==> config.mk <==
export PLATFORM = sky130hd
export DESIGN_NAME = mbus_cycle_seq
export DESIGN_NICKNAME = d
export VERILOG_FILES = /design/src/rtl/mbus_cycle_seq.sv
export SDC_FILE = /design/constraint.sdc
export NUM_CORES = 1
export LEC_CHECK = 0
export BUFFER_PORTS_ARGS = -buffer_cell sky130_fd_sc_hd__buf_4
export CORE_MARGIN = 4
export CORE_UTILIZATION = 40
export DETAILED_ROUTE_END_ITERATION = 10
export PLACE_DENSITY_LB_ADDON = 0.25
export SLEW_MARGIN = 20
export SYNTH_ARGS = -nofsm -noshare
export SYNTH_HDL_FRONTEND = slang
export SYNTH_SLANG_ARGS = --single-unit
==> constraint.sdc <==
create_clock -name clk -period 1.7 [get_ports clk]
set_clock_uncertainty 0.15 [all_clocks]
set_input_delay 0.085 -clock clk [delete_from_list [all_inputs] [get_ports clk]]
set_output_delay 0.085 -clock clk [all_outputs]
set_load 0.03 [all_outputs]
==> src/rtl/mbus_cycle_seq.sv <==
module mbus_cycle_seq #(
  parameter int ADDR_W = 16,
  parameter int DATA_W = 8,
  parameter logic [ADDR_W-1:0] RESET_PC = '0
) (
  input  logic                     clk,
  input  logic                     rst_n,
  input  logic                     req_valid,
  input  logic [2:0]               req_kind,
  input  logic [1:0]               req_len,
  input  logic [ADDR_W-1:0]        req_addr,
  input  logic [DATA_W-1:0]        req_wdata,
  input  logic                     pc_ld,
  input  logic [ADDR_W-1:0]        pc_ld_val,
  input  logic                     ready,
  output logic                     busy,
  output logic [ADDR_W-DATA_W-1:0] addr_hi,
  output logic [DATA_W-1:0]        ad_out,
  output logic                     ad_oe,
  input  logic [DATA_W-1:0]        ad_in,
  output logic                     ale,
  output logic                     rd_n,
  output logic                     wr_n,
  output logic                     io_m,
  output logic                     byte_valid,
  output logic [DATA_W-1:0]        byte_data,
  output logic [1:0]               byte_idx,
  output logic [ADDR_W-1:0]        pc
);

  localparam logic [2:0] K_FETCH = 3'd0;
  localparam logic [2:0] K_MWR   = 3'd2;
  localparam logic [2:0] K_IORD  = 3'd3;
  localparam logic [2:0] K_IOWR  = 3'd4;
  localparam logic [ADDR_W-1:0] PC_STEP = ADDR_W'(1);

  typedef enum logic [2:0] {S_IDLE, S_T1, S_T2, S_TW, S_T3, S_T4} tstate_e;

  tstate_e             st;
  logic [ADDR_W-1:0]   cyc_addr;
  logic                cyc_io, cyc_wr, cyc_op, cyc_ins;
  logic [1:0]          left, idx;
  logic [DATA_W-1:0]   wd_q;
  logic                accept, strobe, chain;
  logic [ADDR_W-1:0]   nxt_addr;

  assign accept   = (st == S_IDLE) && req_valid && (req_kind <= K_IOWR);
  assign strobe   = (st == S_T2) || (st == S_TW) || (st == S_T3);
  assign nxt_addr = (st == S_T3) ? pc + PC_STEP : pc;
  assign chain    = (left != 2'd0);

  assign busy    = (st != S_IDLE);
  assign ale     = (st == S_T1);
  assign rd_n    = !(strobe && !cyc_wr);
  assign wr_n    = !(strobe && cyc_wr);
  assign ad_oe   = (st == S_T1) || (strobe && cyc_wr);
  assign ad_out  = (st == S_T1) ? cyc_addr[DATA_W-1:0] : wd_q;
  assign addr_hi = cyc_addr[ADDR_W-1:DATA_W];
  assign io_m    = cyc_io;

  always_ff @(posedge clk or negedge rst_n) begin
    if (!rst_n) begin
      st         <= S_IDLE;
      cyc_addr   <= '0;
      cyc_io     <= 1'b0;
      cyc_wr     <= 1'b0;
      cyc_op     <= 1'b0;
      cyc_ins    <= 1'b0;
      left       <= 2'd0;
      idx        <= 2'd0;
      wd_q       <= '0;
      pc         <= RESET_PC;
      byte_valid <= 1'b0;
      byte_data  <= '0;
      byte_idx   <= 2'd0;
    end else begin
      byte_valid <= 1'b0;
      unique case (st)
        S_IDLE: begin
          if (accept) begin
            st       <= S_T1;
            cyc_op   <= (req_kind == K_FETCH);
            cyc_ins  <= (req_kind == K_FETCH);
            cyc_io   <= (req_kind == K_IORD) || (req_kind == K_IOWR);
            cyc_wr   <= (req_kind == K_MWR) || (req_kind == K_IOWR);
            cyc_addr <= (req_kind == K_FETCH) ? pc : req_addr;
            left     <= (req_kind == K_FETCH && req_len != 2'd0) ? req_len - 2'd1 : 2'd0;
            idx      <= 2'd0;
            wd_q     <= req_wdata;
          end else if (pc_ld && !req_valid) begin
            pc <= pc_ld_val;
          end
        end
        S_T1: st <= S_T2;
        S_T2, S_TW: st <= ready ? S_T3 : S_TW;
        S_T3, S_T4: begin
          if (st == S_T3) begin
            if (!cyc_wr) begin
              byte_valid <= 1'b1;
              byte_data  <= ad_in;
              byte_idx   <= idx;
            end
            if (cyc_ins) pc <= pc + PC_STEP;
          end
          if (st == S_T3 && cyc_op) begin
            st <= S_T4;
          end else if (chain) begin
            st       <= S_T1;
            cyc_addr <= nxt_addr;
            cyc_op   <= 1'b0;
            left     <= left - 2'd1;
            idx      <= idx + 2'd1;
          end else begin
            st <= S_IDLE;
          end
        end
        default: st <= S_IDLE;
      endcase
    end
  end


  ale_single_chk: assert property (@(posedge clk) disable iff (!rst_n)
    ale |=> !ale);


  fetch_len_chk: assert property (@(posedge clk) disable iff (!rst_n)
    (st == S_T3 && cyc_op) |=> (st == S_T4 && rd_n && !ale));


  pc_step_chk: assert property (@(posedge clk) disable iff (!rst_n)
    (st == S_T3 && cyc_ins) |=> (pc == $past(pc) + PC_STEP));


  wait_enter_chk: assert property (@(posedge clk) disable iff (!rst_n)
    ((st == S_T2 || st == S_TW) && !ready) |=> (st == S_TW && $stable(rd_n) && $stable(wr_n)));


  wait_hold_chk: assert property (@(posedge clk) disable iff (!rst_n)
    (st == S_TW) |-> ($stable(addr_hi) && $stable(ad_oe) && $stable(ad_out) && $stable(io_m)));


  read_release_chk: assert property (@(posedge clk) disable iff (!rst_n)
    !rd_n |-> !ad_oe);


  write_drive_chk: assert property (@(posedge clk) disable iff (!rst_n)
    !wr_n |-> (ad_oe && rd_n));


  byte_after_read_chk: assert property (@(posedge clk) disable iff (!rst_n)
    byte_valid |-> $past(!rd_n));

endmodule

==> run metrics <==
mux cell area share after synthesis 8.73%; final instance area 6330 um^2; routed length per instance 18.4 um; Syn Nets 438; leakage power 2.78 nW; Worst Path Required 1.46 ns; Nets 655; Mapped Avg Cell Area 9.54 um^2; element type at the critical path end output pin; port bufs 106; die height roughly 100 um; CTS H-tree lvls 3; number of global-route vias before repair 3935; die area 10600 um^2; initial cell density of the core 41.2%; Core ar. 8720 um^2; Mapped Area 3600 um^2; Worst-path clk slew 0.07 ns; count of pins over their slew limit 0; Routed Antenna Nets 0; TritonCTS Buffers 9; DR pass1 iterations 5; Final period util 117%; # setup viols final 68; global-route wire length before repair 19800 um; Syn-to-layout area delta 76.0%; clk buf depth 2; synthesized instance count ~380; Synth warnings 0; multi-input gate area in the final layout around 2200 um^2; CTS tree built; largest family of logic cells by synthesized area compound AO/OA/AOI/OAI gates; Worst Path Max Fanout 5; post-synth cell types 55; row count 34; Setup crit start kind register; GRT overflow 0; maximum VDD drop 0.00107 V; number of DRC markers in iteration 0 337; most frequent cells in the layout buf_4, dlygate4sd3_1, dfrtp_1; initial antenna violation count 0; GRT Util Overall 24.3%; status complete, but fails checks; failing checks negative setup slack; placed inst area 5080 um^2; clk root buf clkbuf_8; Post-Synth XOR/XNOR Area 0.243%; critical path class reg -> out; Synth Area in Adders 1.04%; final wirelength roughly 13000 um; Synth async-reset ratio 100%; post-synthesis sequential area ratio a little over two fifths; ys flop type dfrtp_1; fin util 72.6%; clock sink count 62; via count 3959; Min Clock Period, post-route 1.99 ns; CP arrival 1.75 ns; clk_lat worst skew between 0.3 and 0.4 ns; flops & latches, synth 62; diode count 0; number of fill cells 579; compound-cell area share of the yosys netlist 22.6%; Max Cap Viol 0; Final HPWL DP 8410 um; simple-gate share of the synthesized area 18.0%; largest net degree at the start of global routing 63; Die X-Extent 103 um; Hold Crit Depth 3; Final WS setup -0.286 ns; Fmax achieved 0.504 GHz; worst hold path type in -> reg; RSZ-0062 raised after global routing true; register area 1570 um^2; share of cells above drive strength 1 between 50% and 60%; Slew @ Worst Pin a little over 0.8 ns; Worst Reg-to-Reg Cells 7; vias per cell 5.61; power per cell area 1830 nW/um^2; leading cell type in the layout, fill and taps excluded buf_4; gpl congestion around 0.86; slew margin rel. 44.7%; # DRC 0; Final Hold Fails 0; Post-synth EDFFs 0; I/O pins 107
-- final cells by class --
type	instances	share of cell area [%]
well taps	108	2.13
clock inverters	3	0.672
inverters	5	0.296
repair buffers	246	34.5
flip-flops and latches	62	24.8
clock buffers	12	2.61
multi-input cells	270	35.0
-- Yosys cell counts, types with 5 or more instances --
cell / number / share of area, %
and3_1: 5 / 0.87
o31ai_1: 7 / 1.5
dfrtp_1: 62 / 43
o2bb2ai_1: 5 / 1.2
nand3_1: 12 / 1.7
nor4_1: 7 / 1.2
buf_2: 16 / 2.2
inv_1: 5 / 0.52
o21ai_0: 27 / 3.8
nand2b_1: 7 / 1.2
nand4_1: 7 / 1.2
a21oi_1: 24 / 3.3
o22ai_1: 10 / 1.7
nor2_1: 14 / 1.5
clkbuf_1: 13 / 1.4
mux2_2: 27 / 8.5
a2bb2oi_1: 14 / 3.4
nor3b_1: 5 / 1.0
buf_4: 9 / 1.9
nor3_1: 9 / 1.3
nand2_1: 34 / 3.5
-- timing repair --
item | CTS | global route
cloned | 3 | 3
hold buffers | 49 | 0
setup endpoints to repair | 59 | 72
pin swaps | 6 | 10
buffers inserted | 7 | 8
gates resized for setup | 66 | 48
hold endpoints to repair | 108 | 0
-- sequential cells by signal (all words and copies together), names as in the netlist --
signal	count
cyc_addr	16
pc	16
byte_data	8
wd_q	8
st	3
byte_idx	2
idx	2
left	2
byte_valid	1
cyc_ins	1
cyc_op	1
cyc_wr	1
io_m	1
-- worst max-delay path, cell delays in order (launching register included) --
cell and delay, ns:
dfrtp_1 0.39, buf_6 0.13, nor3b_4 0.25, buf_6 0.18
mux2_4 0.31, buf_6 0.14
-- per-layer routing --
layer	GRT usage, %	share of wire, %	up-vias
met5	0	0	-
met4	9.96	2.3	0
met3	4.33	6.5	28
met2	40.7	49	159
met1	31.2	42	1924
li1	-	-	1848
-- metrics by stage --
stage	setup WS [ns]	TNS, ns	total power [W]	cells	hold WS (ns)
after floorplan	-0.112	-1.43	0.00658	377	-0.361
after CTS	-0.286	-10.97	0.0112	699	0.00308
after detailed placement	-0.167	-3.53	0.00896	625	0.0834
after global routing	-0.360	-16.82	0.0122	706	0.00771
final	-0.286	-11.92	0.0116	706	0.00500
after global placement	-0.118	-1.95	0.00884	625	0.0778
-- cell families (layout without fill, tap and decap cells) --
family	Yosys count	after routing
AO/OA/AOI/OAI	119	119
XOR/XNOR	1	1
adder cells (fa/ha/maj)	3	3
buffers and inverters	45	266
flip-flops	62	62
multiplexers	28	28
AND/OR/NAND/NOR	119	119
-- report_power, final --
| part | switching (W) | internal, W | total (W) |
|---|---|---|---|
| Clock | 0.000604 | 0.000787 | 0.00139 |
| Sequential | 0.000582 | 0.00221 | 0.00279 |
| Combinational | 0.00381 | 0.00361 | 0.00742 |
| Total | 0.00499 | 0.00661 | 0.0116 |
-- worst paths after layout --
check                       startpoint           end  slack (ns)
setup reg to reg                 st[1]  cyc_addr[14]       -0.27
min in group asynchronous        rst_n  byte_data[6]        0.22
setup / recovery                 st[1]     ad_out[4]       -0.29
max in group asynchronous        rst_n         pc[8]        0.57
hold reg to reg            cyc_addr[8]   cyc_addr[8]        0.34
hold / removal             req_addr[3]   cyc_addr[3]       0.005
No activity file was read; power rests on OpenSTA's default activity.
